## src/rtl/tlp_tx_driver.sv

```systemverilog
module tlp_tx_driver #(
  parameter int DATA_W     = 256,
  parameter int LEN_W      = 10,
  parameter int READY_LAT  = 2,
  parameter int START_WAIT = 2
) (
  input  logic                  clk,
  input  logic                  rst_n,
  input  logic                  src_pkt_rdy,
  input  logic [LEN_W-1:0]      src_len_dw,
  input  logic                  src_nullify,
  input  logic [DATA_W-1:0]     src_data,
  output logic                  src_take,
  input  logic                  tx_ready,
  output logic                  tx_valid,
  output logic [DATA_W-1:0]     tx_data,
  output logic                  tx_sop,
  output logic                  tx_eop,
  output logic [1:0]            tx_empty,
  output logic                  tx_err,
  output logic [DATA_W/8-1:0]   tx_parity
);
  localparam int DW_BEAT = DATA_W / 32;
  localparam int QW_BEAT = DATA_W / 64;
  localparam int BYTES   = DATA_W / 8;
  localparam int SH      = $clog2(DW_BEAT);
  localparam int BEAT_W  = LEN_W - SH + 1;
  localparam int WAIT_W  = $clog2(START_WAIT + 1);

  logic [READY_LAT-1:0] rdy_pipe;
  logic [WAIT_W-1:0]    wait_q;
  logic                 act_q, nul_q, gap_q;
  logic [BEAT_W-1:0]    idx_q, tot_q;
  logic [LEN_W-1:0]     len_q;

  logic [LEN_W-1:0]  len_cur;
  logic [LEN_W:0]    len_up;
  logic [BEAT_W-1:0] tot_cur, idx_cur;
  logic [SH-1:0]     rem;
  logic [SH:0]       qw_used;
  logic [1:0]        emp_calc;
  logic              nul_cur, nul_ok, allowed, started, last;

  assign len_cur  = act_q ? len_q : src_len_dw;
  assign nul_cur  = act_q ? nul_q : src_nullify;
  assign len_up   = {1'b0, len_cur} + (LEN_W+1)'(DW_BEAT - 1);
  assign tot_cur  = act_q ? tot_q : BEAT_W'(len_up >> SH);
  assign idx_cur  = act_q ? idx_q : '0;
  assign rem      = len_cur[SH-1:0];
  assign qw_used  = ({1'b0, rem} + (SH+1)'(1)) >> 1;
  assign emp_calc = (rem == '0) ? 2'd0 : 2'(QW_BEAT - int'(qw_used));

  assign allowed  = rdy_pipe[READY_LAT-1];
  assign started  = (wait_q == WAIT_W'(START_WAIT));
  assign last     = (idx_cur == tot_cur - BEAT_W'(1));
  assign nul_ok   = nul_cur && (tot_cur >= BEAT_W'(3));

  assign tx_valid = allowed && started && !gap_q && (act_q || src_pkt_rdy);
  assign tx_sop   = tx_valid && !act_q;
  assign tx_eop   = tx_valid && last;
  assign tx_err   = tx_valid && nul_ok && (idx_cur == BEAT_W'(1));
  assign tx_empty = tx_eop ? emp_calc : 2'd0;
  assign tx_data  = src_data;
  assign src_take = tx_valid;

  for (genvar i = 0; i < BYTES; i++) begin : g_par
    assign tx_parity[i] = ~^src_data[8*i +: 8];
  end

  always_ff @(posedge clk) begin
    if (!rst_n) begin
      rdy_pipe <= '0;
      wait_q   <= '0;
      act_q    <= 1'b0;
      nul_q    <= 1'b0;
      gap_q    <= 1'b0;
      idx_q    <= '0;
      tot_q    <= '0;
      len_q    <= '0;
    end else begin
      rdy_pipe <= READY_LAT'({rdy_pipe, tx_ready});
      if (!started) wait_q <= wait_q + WAIT_W'(1);
      gap_q <= tx_valid && last && nul_ok;
      if (tx_valid) begin
        if (last) begin
          act_q <= 1'b0;
        end else begin
          act_q <= 1'b1;
          idx_q <= idx_cur + BEAT_W'(1);
          tot_q <= tot_cur;
          len_q <= len_cur;
          nul_q <= nul_cur;
        end
      end
    end
  end

  logic chk_in_pkt, chk_err_seen;
  always_ff @(posedge clk) begin
    if (!rst_n) begin
      chk_in_pkt   <= 1'b0;
      chk_err_seen <= 1'b0;
    end else if (tx_valid) begin
      chk_in_pkt   <= !tx_eop;
      chk_err_seen <= tx_eop ? 1'b0 : (chk_err_seen || tx_err);
    end
  end

  AST_VALID_AFTER_READY: assert property (@(posedge clk) disable iff (!rst_n)
    tx_valid |-> $past(tx_ready, READY_LAT));
  AST_HOLD_AFTER_RESET: assert property (@(posedge clk) disable iff (!rst_n)
    tx_valid |-> ($past(rst_n, 1) && $past(rst_n, 2)));
  AST_SOP_PAIRING: assert property (@(posedge clk) disable iff (!rst_n)
    (tx_valid && tx_sop) |-> !chk_in_pkt);
  AST_ERR_INSIDE: assert property (@(posedge clk) disable iff (!rst_n)
    tx_err |-> (tx_valid && !tx_sop && !tx_eop));
  AST_ONE_ERR: assert property (@(posedge clk) disable iff (!rst_n)
    tx_err |-> !chk_err_seen);
  AST_GAP_AFTER_NULL: assert property (@(posedge clk) disable iff (!rst_n)
    (tx_valid && tx_eop && chk_err_seen) |=> !tx_valid);
endmodule

```

## config.mk

```make
export PLATFORM = sky130hd
export DESIGN_NAME = tlp_tx_driver
export DESIGN_NICKNAME = d
export VERILOG_FILES = /design/src/rtl/tlp_tx_driver.sv
export SDC_FILE = /design/constraint.sdc
export NUM_CORES = 1
export LEC_CHECK = 0
export BUFFER_PORTS_ARGS = -buffer_cell sky130_fd_sc_hd__buf_2
export CORE_AREA = 4 4 219 221
export CTS_CLUSTER_DIAMETER = 80
export CTS_CLUSTER_SIZE = 28
export DETAILED_ROUTE_END_ITERATION = 6
export DIE_AREA = 0 0 223 225
export PLACE_DENSITY_LB_ADDON = 0.12
export SLEW_MARGIN = 20
export SYNTH_ARGS = -nofsm -noshare
export SYNTH_HDL_FRONTEND = slang
export SYNTH_SLANG_ARGS = --single-unit
export TNS_END_PERCENT = 50
```

## constraint.sdc

```tcl
create_clock -name clk -period 6.35 [get_ports clk]
set_input_delay 0.3175 -clock clk [delete_from_list [all_inputs] [get_ports clk]]
set_output_delay 0.3175 -clock clk [all_outputs]
set_load 0.02 [all_outputs]
```

==> flow_summary.yaml, run 1 <==
cts:
  worstSkewPairLatency_ps: 280
  cts.root.buffer_cell: "clkbuf_16"
  cts.repair.resized: 0
  cts_tree: "done"
  cts.sinks: 29
  cts_inserted_buffers: 5
  cts_max_level: 2
  cts_hold_buf: 0
  path_clk_slew_ps: 60
  clockBufferDepth: 2
  cts_setup_buffers: 0
synth:
  synth.area.top_cells: "xnor2_1, buf_4, dfxtp_1"
  synthFlopType: "dfxtp_1"
  netlist-cell-type-count: 62
  yosysMostFrequentCell: "buf_4"
  synth.avg_cell_area_um2: 8.102
  synth_edf_count: 0
  synth_top_cell_area_share: 0.3399
  netlist_area_um2: 6003
  synth_top_area_cell: "xnor2_1"
  synthCells: 741
  synth_common_cells: "buf_4, xnor2_1, dfxtp_1"
  ys_seq_elements: 29
  syn-num-nets: 1020
  ys_seq_area_frac: 0.09671
  synth_warnings: 0
  async_reset_ff_frac: 0
setup_path:
  rr_startpoint: "act_q"
  startpoint: "act_q"
  start_kind: "register"
  cp_max_fo: 17
  crit_type: "reg -> out"
  crit_arrival_ps: 4840
  critPathCaptureType: "primary output"
  required_ps: 6030
routing:
  first_pass_iters: 4
  viasPerCell: 3.441
  wirelength_um: 26700
  num_vias: 5692
  ant_nets: 0
  routedWlPerCell_um: 16.14
  route.detailed.drc: 0
  drt-initial-drc-count: 116
pwr:
  p_comb_frac: 0.678
  swShare: 0.4749
  power_density_nw_per_um2: 171.2
  clkPwrFrac: 0.174
  power_uw: 1330
  ir_drop_mv: 0.1103
  p_int_uw: 698.2
  p_switching_uw: 631.5
  pwr-share-seq: 0.149
  p_leak_uw: 0.003516
worst_hold_path:
  hp-start: "tx_ready"
  hp-class: "in -> reg"
finish:
  nets: 1322
  fin_cells: 1654
  n_fill_cell: 5341
  multi_input_comb_area_um2: 3369
  seq_area_um2: 580.6
  syn_to_final_growth_pct: 29.37
  design_area_um2: 7766
  final_core_util: 0.1682
  drive_gt1_frac: 0.5651
sta:
  hold_viol_final: 0
  setup_viol: 0
  post-route-period-util: 0.8117
  fmax_ghz: 0.1940
  fin_tns_setup_ps: 0
  clock_skew_ps: 5.772
  drv_slew: 0
  post-route-min-period_ps: 5154
  tightest_slew_ps: 916.1
  relSlewSlack: 0.3886
  rsz0062_at_grt: "false"
place:
  port_buffers: 565
  gp_congestion: 0.8062
  dpl.cell_count: 1643
  place_area_um2: 7616
  dp_hpwl_um: 23980
grt:
  grt_max_degree: 26
  grt_pass1_wl_um: 36690
  antenna_found_initial: 10
  grt_pass1_vias: 5722
  grt_overflow: 0
  grt_use_total: 0.09511
floorplanning:
  dieHeight_um: 225
  core_area_um2: 46160
  die-width_um: 223
  dieArea_um2: 50180
  pin_count: 566
  initial_utilization: 0.1301
  rows: 79
flow_run:
  maxCapViolations: 0
outcome:
  outcome: "complete, no violations"
worst paths after layout:
kind,end,slack (ps),cells past startpoint
worst max register to register,idx_q[5],1510,13
worst min register to register,rdy_pipe[1],440,1
worst min-delay path,rdy_pipe[0],250,2
worst max-delay path,tx_empty[0],1200,16
layout by cell type, fill, tap and decap left out, types with 3 or more instances in the layout:
cell and count:
nor2_1 9, buf_4 4, nand4b_1 3, mux2i_1 3, clkbuf_16 5, nand4_1 8
o21ai_0 6, nand2_1 21, inv_1 12, and3_1 4, and2_1 3, xnor2_1 233
nor3_1 10, nand3_1 14, xor2_1 8, buf_2 565, a21oi_1 18, a31oi_1 5
a211oi_1 11, nor2b_1 3, o21ai_1 7, or3_1 4, ha_1 8, dfxtp_1 29
diode_2 3
metal layers:
metal | vias to the layer above | global-route usage | share of wire
met3 | 36 | 0.01993 | 0.062
li1 | 2785 | - | -
met2 | 239 | 0.1938 | 0.57
met5 | - | 0 | 0.0031
met1 | 2618 | 0.1008 | 0.35
met4 | 14 | 0.01591 | 0.014
logic make-up after synthesis:
kind of cell	Yosys count	share of synthesized area
flip-flops	29	0.09671
multiplexers	7	0.01334
buffers and inverters	287	0.3420
AO/OA/AOI/OAI	75	0.09192
XOR/XNOR	241	0.3516
AND/OR/NAND/NOR	94	0.08775
adder cells (fa/ha/maj)	8	0.01667
state kept, by name, summed over array words and instances, names as in the netlist:
name and count:
act_q 1, gap_q 1, idx_q 8, len_q 6
nul_q 1, rdy_pipe 2, tot_q 8, wait_q 2
power by group through the flow:
stage	Sequential (uW)	Combinational, uW	Clock, uW
2_1_floorplan	199	661	0
3_3_place_gp	202	926	0
3_5_place_dp	202	918	0
4_1_cts	198	924	238
5_1_grt	200	970	246
6_report	198	901	231
layout make-up:
type                       instances  share of cell area
clock inverter                     3            0.002256
inverter                          13            0.006283
antenna                            3           0.0009667
timing repair buffer             569              0.3680
multi-input combinational        425              0.4339
clock buffer                       5             0.01611
tap                              607             0.09779
sequential                        29             0.07475
metrics by stage:
| step | hold slack [ps] | worst slack, ps |
|---|---|---|
| floorplan | 411.9 | 1365 |
| global placement | 421.5 | 1446 |
| detailed placement | 426.5 | 1486 |
| CTS | 247.8 | 1148 |
| global route | 277.7 | 704.6 |
| finish | 246.7 | 1196 |
worst max-delay path, cell delays in order (launching register included):
cell and delay [ps]:
dfxtp_1 720, mux2_2 420, inv_1 110, ha_1 220
nor2b_1 220, nor4b_1 80, a221oi_2 540, ha_1 400
xor2_1 190, xnor2_1 140, nand4_1 110, a32oi_1 180
o21ai_0 210, a211o_1 350, nor2_1 290, and3_1 210
buf_2 160
(Power assumes the default switching activity.)
==> run 2: changes to the inputs <==
clock period = 4.81 ns   (was 6.35 ns; I/O delays follow)
==> run 2 against run 1 <==
  * Total power grew 35%
  * First-iteration DRC count grew 36%
  * Global-route usage grew 0.24 points
  * Clock power grew 44%
  * Core utilization grew 0.087 points
  * Sequential power grew 32%
  * Sequential share of layout area is essentially flat
  * Largest power group unchanged
  * Cell area grew 0.52%
  * Combinational power grew 33%
  * Clock skew shrank 3.3 ps
==> flow_summary.yaml, run 2 (synthesis results as in run 1) <==
outcome:
  outcome: "complete, no violations"
setup_path:
  r2r_end: "idx_q[7]"
  path_cells: "mux2_2 -> inv_1 -> ha_1 -> nor2b_1 -> nor4b_1 -> a221oi_2 -> buf_4 -> ha_1 -> nand3b_1 -> or4_1 -> o311a_2 -> a211o_1 -> nor2_2 -> and3_1 -> buf_2"
  rr_startpoint: "act_q"
  start_kind: "register"
  critPathCaptureType: "primary output"
  required_ps: 4570
  crit_arrival_ps: 4060
  crit_family: "simple AND/OR/NAND/NOR gates"
  max_stage_delay_ps: 540
  cp.buffers_inverters: 3
  cp_max_fo: 8
  reg2reg_depth: 15
  crit_type: "reg -> out"
  crit_path_frequent_cell: "ha_1"
  r2r_slack_ps: 820
  slowest_stage: "or4_1"
routing:
  num_vias: 5651
  drt-initial-drc-count: 158
  viasPerCell: 3.410
  ant_nets: 0
  first_pass_iters: 4
  wirelength_um: 27240
  route.detailed.drc: 0
  routedWlPerCell_um: 16.44
cts:
  worstSkewPairLatency_ps: 270
  cts_setup_buffers: 0
  cts.sinks: 29
  cts.repair.resized: 0
  cts_max_level: 2
  cts.root.buffer_cell: "clkbuf_16"
  clockBufferDepth: 2
  cts_hold_buf: 0
  cts_inserted_buffers: 5
  path_clk_slew_ps: 50
  cts_tree: "done"
grt:
  use_met2: 0.1977
  grt_util_met1: 0.1055
  grt_max_degree: 26
  grt_overflow: 0
  antenna_found_initial: 13
  grt_pass1_wl_um: 37560
  use_met3: 0.02149
  grt_pass1_vias: 5607
  top_usage_layer: "met2"
  grt_use_total: 0.09754
sta:
  tightest_slew_ps: 909.3
  setup_viol: 0
  rsz0062_at_grt: "false"
  drv_slew: 0
  post-route-min-period_ps: 4302
  relSlewSlack: 0.3931
  hold_viol_final: 0
  fmax_ghz: 0.2324
  post-route-period-util: 0.8945
  clock_skew_ps: 2.464
finish:
  final_common_cell: "buf_2"
  most-common-layout-cells: "buf_2, xnor2_1, dfxtp_1"
  syn_to_final_growth_pct: 30.03
  final_core_util: 0.1691
  reg_top3: "idx_q x8, tot_q x8, len_q x6"
  nets: 1325
  drive_gt1_frac: 0.5673
floorplanning:
  core_area_um2: 46160
  dieArea_um2: 50180
  pin_count: 566
  rows: 79
  die-width_um: 223
  initial_utilization: 0.1301
  dieHeight_um: 225
worst_hold_path:
  hp-class: "in -> reg"
  worstHoldEndpoint: "rdy_pipe[0]"
  hp-start: "tx_ready"
  holdPathStages: 2
flow_run:
  maxCapViolations: 0
place:
  gp_congestion: 0.8181
  port_buffers: 565
  dp_hpwl_um: 24570
pwr:
  power_density_nw_per_um2: 229.8
  p_leak_uw: 0.003542
  ir_drop_mv: 0.1164
  power_uw: 1794
run 2: cell count changes in the layout (fill, tap and decap cells not counted), sizes merged:
cell / previous run / this run
clkinvlp: 1 / 0
clkinv: 2 / 1
clkbuf: 5 / 7
buf: 569 / 572
run 2: report_power, final:
group | internal (uW) | switching [uW] | leakage (uW)
logic | 482 | 718 | 0.00323
clock network | 219 | 114 | 0.0000799
registers | 253 | 8.09 | 0.000235
total | 954 | 840 | 0.00354
run 2: how the worst max path moves through the flow:
stage,start,endpoint,slack (ps),depth (start not counted)
floorplan,act_q,tx_empty[1],-60,17
global placement,act_q,tx_empty[0],800,17
detailed placement,act_q,tx_empty[0],760,15
CTS,act_q,tx_empty[0],460,15
global route,act_q,tx_empty[0],200,17
finish,act_q,tx_empty[0],510,15
run 2: layer usage:
metal / part of all wire / up-vias
met3: 0.066 / 30
met2: 0.57 / 230
met1: 0.35 / 2587
met5: 0.0047 / -
li1: - / 2784
met4: 0.010 / 20
run 2: area by class of cell:
type / instances / area (um^2)
Fill cell: 5341 / 38350
Clock inverter: 1 / 5.005
Inverter: 13 / 48.80
Multi-Input combinational cell: 425 / 3372
Sequential cell: 29 / 580.6
Clock buffer: 7 / 152.6
Antenna cell: 3 / 7.507
Timing Repair Buffer: 572 / 2880
Tap cell: 607 / 759.5
run 2: worst register-to-register path, cell delays in order, from the launching register on:
cell and delay (ps):
dfxtp_1 400, mux2_2 370, inv_1 110, ha_1 240
nor2b_1 220, nor4b_1 80, a221oi_2 170, buf_4 190
ha_1 270, nand3b_1 150, or4_1 540, o311a_2 170
a211oi_4 340, buf_4 260, nor3_1 70, o221a_2 280
run 2: stage by stage:
stage | std cells | TNS, ps | worst slack (ps) | area (um^2) | hold WS, ps
after floorplan | 741 | -55.85 | -55.85 | 6006 | 367.8
after global placement | 1646 | 0 | 801.2 | 7641 | 426.7
after detailed placement | 1646 | 0 | 755.5 | 7641 | 422.2
after CTS | 1654 | 0 | 456.4 | 7799 | 167.7
after global routing | 1655 | 0 | 195.6 | 7801 | 177.0
final | 1657 | 0 | 507.6 | 7806 | 173.2
==> run 3: changes to the inputs <==
clock period = 4.63 ns   (was 4.81 ns; I/O delays follow)
==> run 3 against run 2 <==
  * Sequential power rose by 3%
  * Cell area rose by 0.91%
  * Critical endpoint is now tx_empty[1]
  * Sequential cell count did not move
  * Combinational power rose by 3%
  * Cell count rose by 0.12%
  * Sequential share of layout area fell by 0.067 points
  * Register-to-register slack got worse by 100 ps
  * Clock skew rose by 3.4 ps
  * Largest power group unchanged
==> flow_summary.yaml, run 3 (synthesis results as in run 1) <==
setup_path:
  required_ps: 4400
  start_kind: "register"
  crit_arrival_ps: 3990
  reg2reg_depth: 15
  cp_max_fo: 8
  critPathCaptureType: "primary output"
  crit_type: "reg -> out"
place:
  port_buffers: 565
  place_ws_ps: 560.8
  dpl.cell_count: 1647
  gp_congestion: 0.8144
  dp_hpwl_um: 22690
finish:
  final_core_util: 0.1707
  nets: 1329
  drive_gt1_frac: 0.5718
  most-common-layout-cells: "buf_2, xnor2_1, dfxtp_1"
  n_fill_cell: 5344
  fin_cells: 1659
  reg_top3: "idx_q x8, tot_q x8, len_q x6"
  syn_to_final_growth_pct: 31.22
  final_common_cell: "buf_2"
floorplanning:
  core_area_um2: 46160
  dieHeight_um: 225
  die-width_um: 223
  initial_utilization: 0.1301
  rows: 79
  dieArea_um2: 50180
  pin_count: 566
sta:
  clock_skew_ps: 5.846
  setup_ws_ps: 409.7
  drv_slew: 0
  tightest_slew_ps: 904.8
  fin_tns_setup_ps: 0
  relSlewSlack: 0.3961
  setup_viol: 0
  rsz0062_at_grt: "false"
  post-route-min-period_ps: 4220
  fmax_ghz: 0.2369
  post-route-period-util: 0.9115
  hold_viol_final: 0
grt:
  antenna_found_initial: 1
  grt_pass1_vias: 5744
  grt_max_degree: 26
  grt_pass1_wl_um: 35070
  grt_use_total: 0.08967
  grt_overflow: 0
routing:
  drt-initial-drc-count: 136
  dr_wl_met2_um: 14840
  met1Wirelength_um: 8997
  first_pass_iters: 4
  viasPerCell: 3.403
  num_vias: 5646
  wl_met3_um: 1185
  highest_layer: "met4"
  routedWlPerCell_um: 15.23
  route.detailed.drc: 0
  ant_nets: 0
  wirelength_um: 25270
cts:
  cts.root.buffer_cell: "clkbuf_16"
  cts_inserted_buffers: 5
  cts_tree: "done"
  cts.sinks: 29
  worstSkewPairLatency_ps: 280
  cts_max_level: 2
  clockBufferDepth: 2
  cts_hold_buf: 0
  path_clk_slew_ps: 60
worst_hold_path:
  holdPathStages: 2
  hp-class: "in -> reg"
pwr:
  power_uw: 1940
  ir_drop_mv: 0.1036
  p_leak_uw: 0.003572
  power_density_nw_per_um2: 246.3
flow_run:
  maxCapViolations: 0
outcome:
  outcome: "complete, no violations"
[run 3: cell count changes in the layout (fill, tap and decap cells not counted), sizes merged]
cell and change:
clkbuf -2, diode -2, buf +4, bufinv +2
[run 3: what timing repair did]
item | 4_1_cts | 5_1_grt
endpoints found under the setup margin | 0 | 3
resized for setup | 0 | 2
setup buffers | 0 | 3
hold endpoints to repair | 0 | 0
[run 3: layout make-up]
class                      count  area (um^2)  share of cell area
antenna                        1        2.502           0.0003177
clock buffer                   5        125.1             0.01588
clock inverter                 3        65.06            0.008259
inverter                      13        48.80            0.006194
multi-input combinational    425         3386              0.4298
sequential                    29        580.6             0.07370
tap                          607        759.5             0.09641
timing repair buffer         576         2910              0.3694
[run 3: path summary, 6_finish.rpt]
kind,from,to,slack [ps]
max,act_q,tx_empty[1],410
min,tx_ready,rdy_pipe[0],160
max reg2reg,act_q,idx_q[5],720
min reg2reg,rdy_pipe[0],rdy_pipe[1],430
[run 3: critical path: stages (launching register included)]
cell	delay, ps
dfxtp_1	400
mux2_2	370
inv_1	110
ha_1	220
nor2b_1	230
nor4b_1	90
a221oi_2	240
ha_2	300
nand3b_1	140
or4_1	540
o311a_2	180
a211o_2	410
buf_4	170
nor3_2	140
buf_2	190
[run 3: routing by layer]
layer / vias to the layer above / GRT usage
met3: 12 / 0.008988
met1: 2617 / 0.09592
li1: 2793 / -
met2: 224 / 0.1901
met4: 0 / 0.01293
met5: - / 0
[run 3: power by group]
group	internal [uW]	leakage [uW]	switching [uW]	total (uW)
registers	262	0.000235	8.03	270
logic	502	0.00324	735	1240
clock network	307	0.0000938	125	432
[run 3: per-stage QoR]
stage               hold slack [ps]  area (um^2)
global route                  188.2         7878
detailed placement            421.0         7659
floorplan                     358.8         6017
finish                        162.7         7878
global placement              421.4         7659
CTS                           159.6         7849
